===== src/rtl/vsl_pkg.sv =====
package vsl_pkg;

  typedef enum logic [1:0] {
    ST_IDLE  = 2'd0,
    ST_ISSUE = 2'd1,
    ST_DRAIN = 2'd2,
    ST_LAST  = 2'd3
  } ldState_t;

  // strobes from control to datapath
  typedef struct packed {
    logic load;   // capture a new command
    logic issue;  // an element access leaves this cycle
  } ldStrobe_t;

endpackage


===== src/rtl/vsl_bank_tracker.sv =====
module vsl_bank_tracker #(
  parameter int NUM_BANKS   = 16,
  parameter int BUSY_CYCLES = 4,
  parameter int BANK_W      = $clog2(NUM_BANKS)
) (
  input  logic              clk,
  input  logic              rstN,
  input  logic [BANK_W-1:0] bankSel,
  input  logic              issue,
  output logic              bankBusy
);
  localparam int CNT_W = $clog2(BUSY_CYCLES) + 1;

  logic [CNT_W-1:0] holdCnt [NUM_BANKS];

  for (genvar b = 0; b < NUM_BANKS; b++) begin : g_bank
    always_ff @(posedge clk or negedge rstN) begin
      if (!rstN) begin
        holdCnt[b] <= '0;
      end else if (issue && (bankSel == BANK_W'(b))) begin
        holdCnt[b] <= CNT_W'(BUSY_CYCLES - 1);
      end else if (holdCnt[b] != '0) begin
        holdCnt[b] <= holdCnt[b] - 1'b1;
      end
    end
  end

  assign bankBusy = (holdCnt[bankSel] != '0);

endmodule


===== src/rtl/vsl_ctrl.sv =====
module vsl_ctrl
  import vsl_pkg::*;
#(
  parameter int MAX_VL = 64,
  parameter int VL_W   = $clog2(MAX_VL + 1),
  parameter int IDX_W  = $clog2(MAX_VL)
) (
  input  logic             clk,
  input  logic             rstN,
  input  logic             cmdValid,
  input  logic [VL_W-1:0]  cmdVl,
  input  logic             bankBusy,
  input  logic             memRspValid,
  output logic             cmdReady,
  output logic             memReqValid,
  output logic [IDX_W-1:0] memReqTag,
  output logic             done,
  output ldStrobe_t        strobes
);
  ldState_t        state;
  logic [VL_W-1:0] vlReg;
  logic [VL_W-1:0] issueCnt;
  logic [VL_W-1:0] rcvCnt;
  logic [VL_W-1:0] effVl;
  logic            accept;
  logic            reqFire;

  assign effVl    = (cmdVl > VL_W'(MAX_VL)) ? VL_W'(MAX_VL) : cmdVl;
  assign cmdReady = (state == ST_IDLE);
  assign accept   = cmdValid && cmdReady;
  assign reqFire  = (state == ST_ISSUE) && !bankBusy;

  assign memReqValid   = reqFire;
  assign memReqTag     = issueCnt[IDX_W-1:0];
  assign strobes.load  = accept;
  assign strobes.issue = reqFire;

  always_ff @(posedge clk or negedge rstN) begin
    if (!rstN) begin
      state    <= ST_IDLE;
      vlReg    <= '0;
      issueCnt <= '0;
      rcvCnt   <= '0;
      done     <= 1'b0;
    end else begin
      if (memRspValid && (state != ST_IDLE)) begin
        rcvCnt <= rcvCnt + 1'b1;
      end
      case (state)
        ST_IDLE: begin
          if (accept) begin
            vlReg    <= effVl;
            issueCnt <= '0;
            rcvCnt   <= '0;
            done     <= (effVl == '0);
            state    <= (effVl == '0) ? ST_IDLE : ST_ISSUE;
          end
        end
        ST_ISSUE: begin
          if (reqFire) begin
            issueCnt <= issueCnt + 1'b1;
            if (issueCnt == VL_W'(vlReg - 1'b1)) begin
              state <= ST_DRAIN;
            end
          end
        end
        ST_DRAIN: begin
          if (memRspValid && (rcvCnt == VL_W'(vlReg - 1'b1))) begin
            state <= ST_LAST;
          end
        end
        ST_LAST: begin
          state <= ST_IDLE;
          done  <= 1'b1;
        end
        default: state <= ST_IDLE;
      endcase
    end
  end

endmodule


===== src/rtl/vsl_datapath.sv =====
module vsl_datapath
  import vsl_pkg::*;
#(
  parameter int ADDR_W = 32,
  parameter int DATA_W = 64,
  parameter int IDX_W  = 6,
  parameter int REG_W  = 3
) (
  input  logic              clk,
  input  logic              rstN,
  input  ldStrobe_t         strobes,
  input  logic [ADDR_W-1:0] cmdBase,
  input  logic [ADDR_W-1:0] cmdStride,
  input  logic [REG_W-1:0]  cmdDest,
  input  logic              memRspValid,
  input  logic [IDX_W-1:0]  memRspTag,
  input  logic [DATA_W-1:0] memRspData,
  output logic [ADDR_W-1:0] memReqAddr,
  output logic              wrEn,
  output logic [REG_W-1:0]  wrReg,
  output logic [IDX_W-1:0]  wrElem,
  output logic [DATA_W-1:0] wrData
);
  logic [ADDR_W-1:0] curAddr;
  logic [ADDR_W-1:0] strideReg;
  logic [REG_W-1:0]  destReg;

  // address walker
  always_ff @(posedge clk or negedge rstN) begin
    if (!rstN) begin
      curAddr   <= '0;
      strideReg <= '0;
      destReg   <= '0;
    end else if (strobes.load) begin
      curAddr   <= cmdBase;
      strideReg <= cmdStride;
      destReg   <= cmdDest;
    end else if (strobes.issue) begin
      curAddr <= curAddr + strideReg;
    end
  end

  assign memReqAddr = curAddr;

  // register write port
  always_ff @(posedge clk or negedge rstN) begin
    if (!rstN) begin
      wrEn   <= 1'b0;
      wrReg  <= '0;
      wrElem <= '0;
      wrData <= '0;
    end else begin
      wrEn <= memRspValid;
      if (memRspValid) begin
        wrReg  <= destReg;
        wrElem <= memRspTag;
        wrData <= memRspData;
      end
    end
  end

endmodule


===== src/rtl/vec_stride_loader.sv =====
module vec_stride_loader
  import vsl_pkg::*;
#(
  parameter int ADDR_W      = 32,
  parameter int DATA_W      = 64,
  parameter int MAX_VL      = 64,
  parameter int NUM_REGS    = 8,
  parameter int NUM_BANKS   = 16,
  parameter int BUSY_CYCLES = 4,
  parameter int VL_W        = $clog2(MAX_VL + 1),
  parameter int IDX_W       = $clog2(MAX_VL),
  parameter int REG_W       = $clog2(NUM_REGS),
  parameter int BANK_W      = $clog2(NUM_BANKS)
) (
  input  logic              clk,
  input  logic              rstN,
  input  logic              cmdValid,
  output logic              cmdReady,
  input  logic [ADDR_W-1:0] cmdBase,
  input  logic [ADDR_W-1:0] cmdStride,
  input  logic [VL_W-1:0]   cmdVl,
  input  logic [REG_W-1:0]  cmdDest,
  output logic              memReqValid,
  output logic [ADDR_W-1:0] memReqAddr,
  output logic [IDX_W-1:0]  memReqTag,
  input  logic              memRspValid,
  input  logic [IDX_W-1:0]  memRspTag,
  input  logic [DATA_W-1:0] memRspData,
  output logic              wrEn,
  output logic [REG_W-1:0]  wrReg,
  output logic [IDX_W-1:0]  wrElem,
  output logic [DATA_W-1:0] wrData,
  output logic              done
);
  ldStrobe_t strobes;
  logic      bankBusy;

  vsl_ctrl #(
    .MAX_VL(MAX_VL), .VL_W(VL_W), .IDX_W(IDX_W)
  ) u_ctrl (
    .clk(clk), .rstN(rstN),
    .cmdValid(cmdValid), .cmdVl(cmdVl),
    .bankBusy(bankBusy), .memRspValid(memRspValid),
    .cmdReady(cmdReady), .memReqValid(memReqValid),
    .memReqTag(memReqTag), .done(done), .strobes(strobes)
  );

  vsl_datapath #(
    .ADDR_W(ADDR_W), .DATA_W(DATA_W), .IDX_W(IDX_W), .REG_W(REG_W)
  ) u_dp (
    .clk(clk), .rstN(rstN), .strobes(strobes),
    .cmdBase(cmdBase), .cmdStride(cmdStride), .cmdDest(cmdDest),
    .memRspValid(memRspValid), .memRspTag(memRspTag), .memRspData(memRspData),
    .memReqAddr(memReqAddr),
    .wrEn(wrEn), .wrReg(wrReg), .wrElem(wrElem), .wrData(wrData)
  );

  vsl_bank_tracker #(
    .NUM_BANKS(NUM_BANKS), .BUSY_CYCLES(BUSY_CYCLES), .BANK_W(BANK_W)
  ) u_banks (
    .clk(clk), .rstN(rstN),
    .bankSel(memReqAddr[BANK_W-1:0]),
    .issue(strobes.issue),
    .bankBusy(bankBusy)
  );

endmodule


===== config.mk =====
export PLATFORM = sky130hd
export DESIGN_NAME = vec_stride_loader
export DESIGN_NICKNAME = d
export VERILOG_FILES = /design/src/rtl/vsl_pkg.sv /design/src/rtl/vsl_bank_tracker.sv /design/src/rtl/vsl_ctrl.sv /design/src/rtl/vsl_datapath.sv /design/src/rtl/vec_stride_loader.sv
export SDC_FILE = /design/constraint.sdc
export NUM_CORES = 1
export LEC_CHECK = 0
export BUFFER_PORTS_ARGS = -buffer_cell sky130_fd_sc_hd__buf_2
export CAP_MARGIN = 20
export CORE_ASPECT_RATIO = 0.7
export CORE_MARGIN = 2
export CORE_UTILIZATION = 55
export DETAILED_ROUTE_END_ITERATION = 8
export HOLD_SLACK_MARGIN = 0.05
export PLACE_DENSITY = 0.82
export SLEW_MARGIN = 10
export SYNTH_ARGS = -nofsm -noshare
export SYNTH_HDL_FRONTEND = slang
export SYNTH_SLANG_ARGS = --single-unit

===== constraint.sdc =====
create_clock -name clk -period 3.25 [get_ports clk]
set_input_delay 0.325 -clock clk [delete_from_list [all_inputs] [get_ports clk]]
set_output_delay 0.325 -clock clk [all_outputs]
set_load 0.01 [all_outputs]

## Yosys cells after proc, flatten, opt, wreduce, memory -nomap -nowiden

Index checks and enable logic that the tools add are counted.

| storage, ports and cells | value |
|---|---|
| register bits after elaboration | 213 |
| input bits | 148 |
| output and inout bits | 115 |
| logic and storage cells | 192 |

| operators by class | value |
|---|---|
| add/sub/neg operators | 20 |
| magnitude comparators | 2 |
| eq/ne operators | 24 |
| mux-type cells | 52 |
| bitwise operators | 1 |
| reduce and logical (&&, ||, !) cells | 65 |

Operators with widths:

| kind | count |
|---|---|
| 3-bit 2-to-1 mux | 34 |
| 32-bit 2-to-1 mux | 2 |
| 3-bit nonzero test | 17 |
| 3-bit by 1-bit subtractor with 3-bit output, second input constant | 16 |
| 7-bit 2-to-1 mux | 6 |
| 2-bit nonzero test | 20 |
| 32-bit adder | 1 |
| 4-bit equality test, second input constant | 8 |
| 1-bit logical AND | 20 |
| 4-bit by 3-bit equality test with 1-bit output, second input constant | 4 |
| 7-bit by 1-bit adder with 7-bit output, second input constant | 2 |
| 7-bit equality test | 2 |
| 7-bit one-hot mux with 2 select lines | 1 |
| 3-bit binary-select mux with 4-bit select | 1 |
| 4-bit by 2-bit equality test with 1-bit output, second input constant | 2 |
| 2-bit 2-to-1 mux | 4 |
| 2-bit one-hot mux with 4 select lines | 1 |
| 7-bit > comparator, second input constant | 1 |
| 7-bit zero test | 1 |
| 7-bit by 1-bit subtractor with 7-bit output, second input constant | 1 |
| 5-bit greater-or-equal comparator, second input constant | 1 |
| 4-bit inverter with 5-bit output | 1 |
| 2-bit equality test, second input constant | 2 |
| 4-bit by 1-bit equality test with 1-bit output, second input constant | 1 |
| 11 further kinds | 15 |

## Depth between registers and ports, before layout

Gate-level depths: netlist (run 1).

| logic depth | value |
|---|---|
| depth in word-level cells | 9 |
| depth in mapped cells | 12 |
| gate-level depth less buffers | 11 |

## Modules after synthesis

From an unflattened synthesis (run 1), not the netlist that was laid out.

| unflattened totals | value |
|---|---|
| cell total of the unflattened synthesis | 1,084 |
| area, all modules | 11,573.6 sq um |

Modules (own cells, without submodules):

| module | instances | cells each | area an instance (sq um) | seq. area each (sq um) |
|---|---|---|---|---|
| vsl_datapath | 1 | 592 | 7,053.0 | 3,528.4 |
| vsl_bank_tracker | 1 | 309 | 2,896.5 | 1,201.2 |
| vsl_ctrl | 1 | 183 | 1,624.1 | 600.6 |

## Worst setup path after synthesis (run 1)

No wires, ideal clock.

| path | value |
|---|---|
| path kind | reg2reg |
| from | register u_dp.curAddr[18] (netlist: u_dp.memReqAddr[18]) |
| to | register u_dp.curAddr[31] (netlist: u_dp.memReqAddr[31]) |
| setup time | 0.124 ns |
| data arrival time | 2.770 ns |
| required time | 3.126 ns |
| slack | 0.356 ns |
| cell stages (with the launch flop) | 11 |
| path buffers | 0 |
| clock period less this slack | 2.894 ns |
| path through | dfrtp_1 > ha_1 > and2_1 > a221oi_1 > o21ai_0 > a221o_1 > o211ai_1 > a41o_1 > a21oi_1 > a311o_1 > a211o_1 |

| on the way | value |
|---|---|
| cells in the longest elaborated chain, start to end | 3 |

RTL lines:

| what | RTL line | RTL |
|---|---|---|
| from (decl) | vsl_datapath.sv:24 | `logic [ADDR_W-1:0] curAddr;` |
| from (signal assigned) | vsl_datapath.sv:35 | `curAddr <= cmdBase;` |
| from (signal assigned) | vsl_datapath.sv:39 | `curAddr <= curAddr + strideReg;` |
| 32-bit adder | vsl_datapath.sv:39 |  |
| 32-bit 2-to-1 mux | vsl_datapath.sv:38 | `end else if (strobes.issue) begin` |
| 32-bit 2-to-1 mux | vsl_datapath.sv:34 | `end else if (strobes.load) begin` |

No other way between the ends. The select of a mux whose other input is x is not followed.
A chain may end at the register's enable or synchronous reset.

## Worst setup path after layout (run 1)

| path | value |
|---|---|
| from | register u_dp.curAddr[0] (netlist: u_dp.memReqAddr[0]) |
| to | output port memReqValid |

| on the way | value |
|---|---|
| cells in the longest elaborated chain, start to end | 7 |

RTL lines:

| what | RTL line | RTL |
|---|---|---|
| 4-bit inverter with 5-bit output (implied by the code) | vsl_bank_tracker.sv:28 | `assign bankBusy = (holdCnt[bankSel] != '0);` |
| 3-bit binary-select mux with 4-bit select | vsl_bank_tracker.sv:28 |  |
| 3-bit 2-to-1 mux (implied by the code) (2 in series) | vsl_bank_tracker.sv:28 |  |
| 3-bit nonzero test | vsl_bank_tracker.sv:28 |  |
| 1-bit zero test | vsl_ctrl.sv:31 | `assign reqFire = (state == ST_ISSUE) && !bankBusy;` |
| 1-bit logical AND | vsl_ctrl.sv:31 |  |
| to (decl) | vec_stride_loader.sv:23 | `output logic memReqValid,` |

No other way between the ends. The select of a mux whose other input is x is not followed.

==> results of run 1 <==
-- metrics by stage --
step | utilization [%] | setup WS [ns]
2_1_floorplan | - | 0.356
3_3_place_gp | 63.8 | 0.301
3_5_place_dp | 63.8 | 0.234
4_1_cts | 69.9 | 0.0306
5_1_grt | 70.2 | 0.000895
6_report | 70.2 | 0.101
-- cells by family (layout without fill, tap and decap cells) --
kind of cell,Yosys count,count (layout),share of synthesized area [%]
multiplexers,104,104,10.4
adder cells (fa/ha/maj),71,71,7.78
XOR/XNOR,63,63,4.79
flip-flops,213,213,46.3
AO/OA/AOI/OAI,206,206,11.4
AND/OR/NAND/NOR,393,393,15.0
buffers and inverters,120,439,4.38
-- repair_timing --
action / in CTS / in global routing
hold buffers: 47 / 5
pin swaps: 0 / 1
gates cloned: 1 / 0
gates resized for setup: 1 / 4
hold endpoints to repair: 134 / 5
endpoints found under the setup margin: 1 / 3
-- layer usage --
metal  wire length [um]  track usage (%)  vias up
met5                  0                0        -
met4                663             7.00        0
met3               1790             4.77       58
met2              14200             44.4      315
met1              12900             36.8     4715
li1                   -                -     4657
-- placed cells by master, fill, tap and decap left out, types with 3 or more instances in the layout --
cell,instances
xnor2_1,24
and2_1,10
ha_1,70
nand3b_1,9
mux2i_1,22
a31oi_1,12
xor2_1,39
buf_12,4
buf_4,22
nor2_1,62
o21a_1,3
o21ai_0,44
nor3_1,15
dlygate4sd3_1,52
nand2_1,220
a211o_1,4
nand4_1,15
clkbuf_8,9
nor2b_1,6
a21o_1,23
inv_1,60
o21bai_1,4
nand3_1,29
and3_1,4
nor4_1,5
clkbuf_16,23
buf_2,261
dfrtp_1,213
a21oi_1,66
mux2_2,78
o211ai_1,17
a211oi_1,4
-- layout make-up --
type | count | area [um2]
clock inverters | 4 | 72.6
flip-flops and latches | 213 | 5330
clock buffers | 33 | 693
multi-input cells | 837 | 5700
fillers | 1492 | 6140
well taps | 276 | 345
inverters | 60 | 225
repair buffers | 342 | 2130
-- registers in the layout, indices dropped and copies added (netlist names) --
name             cells
u_dp.destReg         3
u_dp.wrData         64
u_dp.memReqAddr     32
u_dp.wrReg           3
u_banks.holdCnt     48
u_ctrl.rcvCnt        7
u_ctrl.state         2
u_dp.wrElem          6
u_ctrl.done          1
u_dp.wrEn            1
u_dp.strideReg      32
u_ctrl.vlReg         7
u_ctrl.issueCnt      7
-- report_power, final --
group,total (mW),internal [mW],switching (mW),leakage (nW)
clock network,2.64,1.62,1.02,0.376
logic,7.78,3.39,4.39,4.29
registers,4.39,3.62,0.772,2.57
-- worst min path at each step --
stage                     slack [ns]           start                        endpoint  depth (start not counted)
final                           0.05   cmdStride[31]  u_dp.strideReg[31]$_DFFE_PN0P_                          3
after global placement          0.44            rstN      u_dp.wrData[5]$_DFFE_PN0P_                          1
after floorplan                 0.03            rstN  u_banks.holdCnt[0]$_DFFE_PN0P_                          0
after CTS                       0.05  memRspData[50]     u_dp.wrData[50]$_DFFE_PN0P_                          2
after detailed placement        0.45            rstN     u_dp.wrData[26]$_DFFE_PN0P_                          1
after global routing            0.05    memRspTag[4]      u_dp.wrElem[4]$_DFFE_PN0P_                          2
-- critical path, stage by stage (launching register included) --
cell and delay [ns]:
dfrtp_1 0.38, buf_8 0.18, mux4_2 0.53, o21ai_2 0.14, o21ai_2 0.10, or4_4 0.52, nand2_4 0.13, buf_12 0.17
buf_2 0.16
==> metrics.cfg, run 1 <==
[outcome]
status = complete, no violations

[yosys]
synthesis.nets = 1389
synthCells = 1170
yosys.area.top_type_share_pct = 46.3
synth.distinct_cells = 67
synth_edf_count = 0
yosysSeqAreaShare_pct = 46.3
syn_area_um2 = 11500
avgSynthCellArea_um2 = 9.85
postSynth.asyncResetShare_pct = 100
yosys.area.top_type = dfrtp_1
synth_warnings = 0
synth.most_common_cell = nand2_1
ys_top_cells_by_count = nand2_1 (221), dfrtp_1 (213), mux2_2 (78), ha_1 (70), a21oi_1 (66)
synth-seq-cells = 213
synthFlopType = dfrtp_1
ys_top_cells_by_area = dfrtp_1 (46%), mux2_2 (7.6%), ha_1 (7.6%), nand2_1 (7.2%), xor2_1 (3.0%)

[cts]
cts_tree = yes
cts_root_buf = clkbuf_16
cts_buffer_depth = 3
htree_levels = 1
numClockSinks = 213
cts_setup_buffers = 0
cts_buffers = 22
clk_pin_slew_ns = 0.06
clock_latency_ns = 0.50

[worst_setup_path]
crit_required_ns = 2.92
reg2reg_from = u_dp.memReqAddr[0]$_DFFE_PN0P_
critPathMaxFanout = 18
startpoint_type = flip-flop
crit_end = memReqValid
reg2reg_depth = 11
worst-setup-path-type = reg2out
r2r_end = u_dp.memReqAddr[28]$_DFFE_PN0P_
arrival_ns = 2.82
cp-startpoint = u_dp.memReqAddr[0]$_DFFE_PN0P_
reg2reg_slack_ns = 0.20
cp-end-kind = primary output

[final_layout]
final_cell_count_no_fill = 1765
n_antenna_cell = 0
nets = 1695
drive_above_1_share_pct = 28.3
design_area_um2 = 14500
area_delta_synth_final_pct = 25.9

[sta]
hold_viol = 0
worst_pin_slew_ns = 0.957
fmax_mhz = 318
slew_viol_final = 0
rsz0062_at_grt = false
fin_crit_sh_pct = 96.9
slew_headroom_pct = 36.2
layout_min_cycle_time_ns = 3.15
fin_skew_ns = 0.0103
finalSetupViolations = 0
tns_ns = 0
timing.hold.ws_ns = 0.0544

[power]
p_leak_nw = 7.24
vdd_drop_max_mv = 0.574
cellPowerDensity_nw_per_um2 = 1020
total_power_mw = 14.8

[global_routing]
grt_overflow = 0
grt_use_total_pct = 26.9
grt_first_pass_wirelength_um = 48800
antenna_found_initial = 0
grt_max_degree = 94
grt_pass1_vias = 9890

[die]
core_area_um2 = 20600
initial_core_util_pct = 55.8
die_x_um = 177
fp.dieH_um = 125
rows = 44
die_area_um2 = 22100
io_pins = 263

[placement]
dp.cells = 1675
hpwl_um = 20800
portBuffers = 262
gp_congestion = 0.890
placed_cell_area_um2 = 13200

[route]
ant_nets = 0
vias = 9745
viasPerCell = 5.52
drt-total-wl_um = 29600
drt-initial-drc-count = 692
drc = 0
wl_per_cell_um = 16.8
firstDrtPassIters = 5

[flow_run]
cap_violations = 0

[hold_path]
holdCritPathClass = in2reg

No activity file was read; power rests on OpenSTA's default activity.
==> inputs of run 2 (changes only) <==
--- a/config.mk
+++ b/config.mk
@@ -12,7 +12,7 @@
 export CORE_UTILIZATION = 55
 export DETAILED_ROUTE_END_ITERATION = 8
 export HOLD_SLACK_MARGIN = 0.05
-export PLACE_DENSITY = 0.82
+export PLACE_DENSITY = 0.81
 export SLEW_MARGIN = 10
 export SYNTH_ARGS = -nofsm -noshare
 export SYNTH_HDL_FRONTEND = slang
==> run 2 against run 1 <==
Effect of this change:
- global-route usage increased by 1.0 points
- setup slack got worse by 0.038 ns
- first-iteration DRC count grew 9.4%
- design area rose by 2.0%
- hold slack improved by 0.0037 ns
- largest power group unchanged
==> metrics.cfg, run 2 (synthesized netlist as in run 1, its figures left out) <==
[power]
p_leak_nw = 7.35  ; was 7.24 nW
vdd_drop_max_mv = 0.642  ; was 0.574 mV
total_power_mw = 14.7  ; was 14.8 mW
cellPowerDensity_nw_per_um2 = 996  ; was 1020 nW/um2

[route]
viasPerCell = 5.60  ; was 5.52
drt-initial-drc-count = 757  ; was 692
firstDrtPassIters = 5  ; unchanged
ant_nets = 0  ; unchanged
drc = 0  ; unchanged
wl_per_cell_um = 17.4  ; was 16.8 um
vias = 10100  ; was 9745
drt-total-wl_um = 31300  ; was 29600 um

[global_routing]
grt_pass1_vias = 10200  ; was 9890
grt_max_degree = 82  ; was 94
grt_first_pass_wirelength_um = 50300  ; was 48800 um
antenna_found_initial = 1  ; was 0
grt_overflow = 0  ; unchanged
grt_use_total_pct = 27.9  ; was 26.9%

[die]
core_area_um2 = 20600  ; unchanged
io_pins = 263  ; unchanged
die_x_um = 177  ; unchanged
initial_core_util_pct = 55.8  ; unchanged
fp.dieH_um = 125  ; unchanged
die_area_um2 = 22100  ; unchanged
rows = 44  ; unchanged

[sta]
hold_viol = 0  ; unchanged
fin_crit_sh_pct = 98.1  ; was 96.9%
fmax_mhz = 314  ; was 318 MHz
finalSetupViolations = 0  ; unchanged
fin_skew_ns = 0.0188  ; was 0.0103 ns
layout_min_cycle_time_ns = 3.19  ; was 3.15 ns
worst_pin_slew_ns = 0.942  ; was 0.957 ns
slew_headroom_pct = 37.2  ; was 36.2%
tns_ns = 0  ; unchanged
rsz0062_at_grt = false  ; unchanged
slew_viol_final = 0  ; unchanged

[final_layout]
largest_register_ffs = 64  ; unchanged
nets = 1728  ; was 1695
final_common_cell = buf_2  ; unchanged
area_delta_synth_final_pct = 28.4  ; was 25.9%
drive_above_1_share_pct = 27.5  ; was 28.3%
largest_register = u_dp.wrData  ; unchanged
layout_common_cells = buf_2 (261), nand2_1 (220), dfrtp_1 (213)  ; unchanged
reg.largest.list = u_dp.wrData: 64 flops, u_banks.holdCnt: 48 flops  ; unchanged

[cts]
cts_root_buf = clkbuf_16  ; unchanged
clk_pin_slew_ns = 0.06  ; about the same
clock_latency_ns = 0.51  ; was 0.50 ns
cts_tree = yes  ; unchanged
htree_levels = 1  ; unchanged
cts_buffers = 21  ; was 22
numClockSinks = 213  ; unchanged
cts_buffer_depth = 3  ; unchanged

[outcome]
status = complete, no violations  ; unchanged

[worst_setup_path]
critPathMaxFanout = 18  ; unchanged
cp_slowest_cell = mux4_2  ; unchanged
path_buf_inv = 3  ; unchanged
cp_cell_sequence = buf_8, mux4_2, o21ai_2, o21ai_2, or4_4, nand2_4, buf_16, buf_2  ; was buf_8, mux4_2, o21ai_2, o21ai_2, or4_4, nand2_4, buf_12, buf_2
worst-setup-path-type = reg2out  ; unchanged
cpPeakStageDelay_ns = 0.52  ; was 0.53 ns
cp-end-kind = primary output  ; unchanged
path_delay_family = simple AND/OR/NAND/NOR gates  ; unchanged
startpoint_type = flip-flop  ; unchanged
crit_required_ns = 2.92  ; about the same
arrival_ns = 2.86  ; was 2.82 ns
cpMostUsedCell = o21ai_2  ; unchanged

[placement]
hpwl_um = 20800  ; about the same
portBuffers = 262  ; unchanged
gp_congestion = 0.890  ; about the same

[flow_run]
cap_violations = 0  ; unchanged

[hold_path]
holdCritPathClass = in2reg  ; unchanged

run 2: per-layer routing:
metal | GRT usage, % | vias to the layer above | routed length [um] | share of wire (%)
met5 | 0 | - | 0 | 0
met4 | 9.33 | 0 | 1000 | 3.2
met3 | 4.99 | 80 | 2020 | 6.5
met2 | 45.7 | 390 | 14800 | 47
met1 | 37.7 | 4888 | 13400 | 43
li1 | - | 4716 | - | -
run 2: what timing repair did:
| item | 4_1_cts | 5_1_grt |
|---|---|---|
| resized for setup | 3 | 5 |
| endpoints found under the hold margin | 139 | 1 |
| endpoints found under the setup margin | 1 | 4 |
| setup buffers | 0 | 0 |
| gates cloned | 0 | 2 |
| hold buffers | 87 | 1 |
| pin swaps | 0 | 0 |
run 2: through the flow:
| step | util [%] | worst slack [ns] | area [um2] | cells | hold slack [ns] |
|---|---|---|---|---|---|
| global route | 71.6 | 0.00503 | 14800 | 1798 | 0.0518 |
| finish | 71.6 | 0.0626 | 14800 | 1798 | 0.0581 |
| global placement | 63.8 | 0.278 | 13200 | 1673 | 0.323 |
| detailed placement | 63.8 | 0.181 | 13200 | 1673 | 0.317 |
| floorplan | - | 0.356 | 11500 | 1170 | 0.0294 |
| CTS | 71.2 | 0.0123 | 14700 | 1794 | 0.0501 |
run 2: layout make-up:
| class | count | area (um2) |
|---|---|---|
| Antenna cell | 1 | 2.50 |
| Inverter | 60 | 225 |
| Multi-Input combinational cell | 837 | 5710 |
| Tap cell | 276 | 345 |
| Timing Repair Buffer | 376 | 2500 |
| Clock buffer | 30 | 629 |
| Clock inverter | 5 | 53.8 |
| Sequential cell | 213 | 5330 |
| Fill cell | 1440 | 5850 |
run 2: worst paths after layout:
path | start | to | slack [ns] | cells after the start
worst max-delay path | u_dp.memReqAddr[0]$_DFFE_PN0P_ | memReqValid | 0.06 | 8
worst min-delay path | memRspData[32] | u_dp.wrData[32]$_DFFE_PN0P_ | 0.06 | 2
worst max register to register | u_dp.memReqAddr[8]$_DFFE_PN0P_ | u_dp.memReqAddr[31]$_DFFE_PN0P_ | 0.25 | 10
worst min register to register | u_dp.destReg[2]$_DFFE_PN0P_ | u_dp.destReg[2]$_DFFE_PN0P_ | 0.48 | 2
max in group asynchronous | rstN | u_dp.memReqAddr[7]$_DFFE_PN0P_ | 2.11 | 3
min in group asynchronous | rstN | u_dp.wrData[7]$_DFFE_PN0P_ | 0.35 | 2
run 2: power by group:
part	switching [mW]	internal (mW)	leakage, nW
logic	4.47	3.44	4.44
registers	0.769	3.62	2.57
clock network	1.02	1.42	0.342
total	6.26	8.48	7.35
==> inputs of run 3 (changes only) <==
--- a/config.mk
+++ b/config.mk
@@ -7,7 +7,7 @@
 export LEC_CHECK = 0
 export BUFFER_PORTS_ARGS = -buffer_cell sky130_fd_sc_hd__buf_2
 export CAP_MARGIN = 20
-export CORE_ASPECT_RATIO = 0.7
+export CORE_ASPECT_RATIO = 0.6
 export CORE_MARGIN = 2
 export CORE_UTILIZATION = 55
 export DETAILED_ROUTE_END_ITERATION = 8
==> run 3 against run 2 <==
Effect of this change:
- flip-flop and latch count unchanged
- power increased by 1.4%
- die area is essentially flat
==> metrics.cfg, run 3 (synthesized netlist as in run 1, its figures left out) <==
[sta]
rsz0062_at_grt = true  ; was false
slew_viol_final = 0  ; unchanged
slew_headroom_pct = 38.0  ; was 37.2%
fin_skew_ns = 0.0127  ; was 0.0188 ns
fin_crit_sh_pct = 98.1  ; about the same
layout_min_cycle_time_ns = 3.19  ; about the same
finalSetupViolations = 0  ; unchanged
fmax_mhz = 314  ; about the same
worst_pin_slew_ns = 0.930  ; was 0.942 ns
layout_setup_ws_ns = 0.0612  ; was 0.0626 ns
hold_viol = 0  ; unchanged

[worst_setup_path]
startpoint_type = flip-flop  ; unchanged
cp-end-kind = primary output  ; unchanged
critPathMaxFanout = 18  ; unchanged
reg2reg_from = u_dp.memReqAddr[18]$_DFFE_PN0P_  ; was u_dp.memReqAddr[8]$_DFFE_PN0P_
arrival_ns = 2.86  ; about the same
reg2reg_slack_ns = 0.17  ; was 0.25 ns
reg2reg_depth = 10  ; unchanged
crit_required_ns = 2.92  ; about the same
r2r_end = u_dp.memReqAddr[31]$_DFFE_PN0P_  ; unchanged
worst-setup-path-type = reg2out  ; unchanged

[power]
p_clk_share_pct = 17.4  ; was 16.6%
p_comb_share_pct = 53.2  ; was 53.7%
pwr-share-seq_pct = 29.4  ; was 29.7%
power_switching_mw = 6.32  ; was 6.26 mW
cellPowerDensity_nw_per_um2 = 1010  ; was 996 nW/um2
vdd_drop_max_mv = 0.684  ; was 0.642 mV
internal-power_mw = 8.63  ; was 8.48 mW
p_leak_nw = 7.35  ; about the same
switching_share_pct = 42.3  ; was 42.5%

[placement]
portBuffers = 262  ; unchanged
hpwl_um = 21000  ; was 20800 um
gp_congestion = 0.895  ; was 0.890
place_ws_ns = 0.225  ; was 0.181 ns

[route]
viasPerCell = 5.57  ; was 5.60
drt-initial-drc-count = 732  ; was 757
firstDrtPassIters = 6  ; was 5
drt-total-wl_um = 31500  ; was 31300 um
vias = 9995  ; was 10100
ant_nets = 0  ; unchanged
wl_per_cell_um = 17.5  ; was 17.4 um
drc = 0  ; unchanged

[global_routing]
grt_first_pass_wirelength_um = 50500  ; was 50300 um
grt_use_total_pct = 28.6  ; was 27.9%
antenna_found_initial = 1  ; unchanged
grt_max_degree = 97  ; was 82
grt_pass1_vias = 9914  ; was 10200
grt_overflow = 0  ; unchanged

[die]
fp.dieH_um = 116  ; was 125 um
core_area_um2 = 20300  ; was 20600 um2
io_pins = 263  ; unchanged
die_area_um2 = 22200  ; was 22100 um2
die_x_um = 191  ; was 177 um
rows = 40  ; was 44
initial_core_util_pct = 56.8  ; was 55.8%

[cts]
cts_buffer_depth = 3  ; unchanged
clk_pin_slew_ns = 0.07  ; was 0.06 ns
cts_root_buf = clkbuf_16  ; unchanged
htree_levels = 1  ; unchanged
cts_tree = yes  ; unchanged
cts_buffers = 21  ; unchanged
numClockSinks = 213  ; unchanged
clock_latency_ns = 0.50  ; was 0.51 ns

[outcome]
status = complete, no violations  ; unchanged

[hold_path]
holdCritPathClass = in2reg  ; unchanged
holdPathEnd = u_dp.memReqAddr[30]$_DFFE_PN0P_  ; was u_dp.wrData[32]$_DFFE_PN0P_
worstHoldPathCells = 2  ; unchanged
worstHoldStart = cmdBase[30]  ; was memRspData[32]

[final_layout]
reg.largest.list = u_dp.wrData: 64 flops, u_banks.holdCnt: 48 flops  ; unchanged
drive_above_1_share_pct = 27.4  ; was 27.5%
layout_common_cells = buf_2 (261), nand2_1 (220), dfrtp_1 (213)  ; unchanged
multi_input_area_um2 = 5710  ; about the same
area_delta_synth_final_pct = 28.5  ; was 28.4%
fillers = 1400  ; was 1440
fin_util_pct = 73.0  ; was 71.6%
nets = 1727  ; was 1728
regArea_um2 = 5330  ; unchanged
final_common_cell = buf_2  ; unchanged
largest_register = u_dp.wrData  ; unchanged
largest_register_ffs = 64  ; unchanged

[flow_run]
cap_violations = 0  ; unchanged

-- run 3: worst max-delay path, cell delays in order (launching register included) --
cell and delay, ns:
dfrtp_1 0.39, buf_12 0.17, mux4_2 0.54, o21ai_2 0.14
o21ai_2 0.10, or4_4 0.54, nand2_8 0.11, buf_12 0.19
buf_2 0.16
-- run 3: final cells by class --
type / instances / share of cell area, %
Tap cell: 273 / 2.31
Clock buffer: 27 / 3.84
Sequential cell: 213 / 36.0
Inverter: 60 / 1.52
Clock inverter: 9 / 1.04
Timing Repair Buffer: 375 / 16.7
Multi-Input combinational cell: 837 / 38.6
Antenna cell: 2 / 0.0338
-- run 3: per-stage QoR --
step	hold WS (ns)	instance area [um2]	setup TNS (ns)	total power, mW	instances
after global placement	0.409	13200	0	11.7	1670
after CTS	0.0503	14800	0	14.8	1794
after detailed placement	0.413	13200	0	12.0	1670
after global routing	0.0565	14800	-0.0897	16.1	1795
final	0.0597	14800	0	15.0	1796
after floorplan	0.0294	11500	0	9.78	1170
-- run 3: worst max-delay path by stage --
| stage | from | to | slack, ns | cells past startpoint |
|---|---|---|---|---|
| after floorplan | u_dp.memReqAddr[18]$_DFFE_PN0P_ | u_dp.memReqAddr[31]$_DFFE_PN0P_ | 0.36 | 10 |
| after global placement | u_dp.memReqAddr[0]$_DFFE_PN0P_ | u_dp.memReqAddr[28]$_DFFE_PN0P_ | 0.28 | 11 |
| after detailed placement | u_dp.memReqAddr[18]$_DFFE_PN0P_ | u_dp.memReqAddr[31]$_DFFE_PN0P_ | 0.22 | 10 |
| after CTS | u_dp.memReqAddr[0]$_DFFE_PN0P_ | memReqValid | 0.002 | 8 |
| after global routing | u_dp.memReqAddr[18]$_DFFE_PN0P_ | u_dp.memReqAddr[31]$_DFFE_PN0P_ | -0.06 | 10 |
| final | u_dp.memReqAddr[0]$_DFFE_PN0P_ | memReqValid | 0.06 | 8 |
-- run 3: what timing repair did --
item                                   4_1_cts  5_1_grt
cloned                                       1        0
setup endpoints to repair                    1        4
pin swaps                                    0        1
setup buffers                                1        0
resized for setup                            0        5
hold buffers                                86        0
endpoints found under the hold margin      178        0
-- run 3: power groups by stage --
stage	Combinational, mW	Clock (mW)	Sequential, mW
final	7.95	2.60	4.40
after global routing	8.89	2.75	4.49
after CTS	7.81	2.64	4.37
after detailed placement	7.57	0	4.40
after global placement	7.30	0	4.36
after floorplan	5.43	0	4.36
-- run 3: routing by layer --
| layer | global-route usage, % | part of all wire [%] |
|---|---|---|
| met1 | 39.4 | 43 |
| met4 | 7.49 | 2.1 |
| met5 | 0 | 0 |
| met2 | 47.2 | 47 |
| met3 | 5.38 | 7.8 |
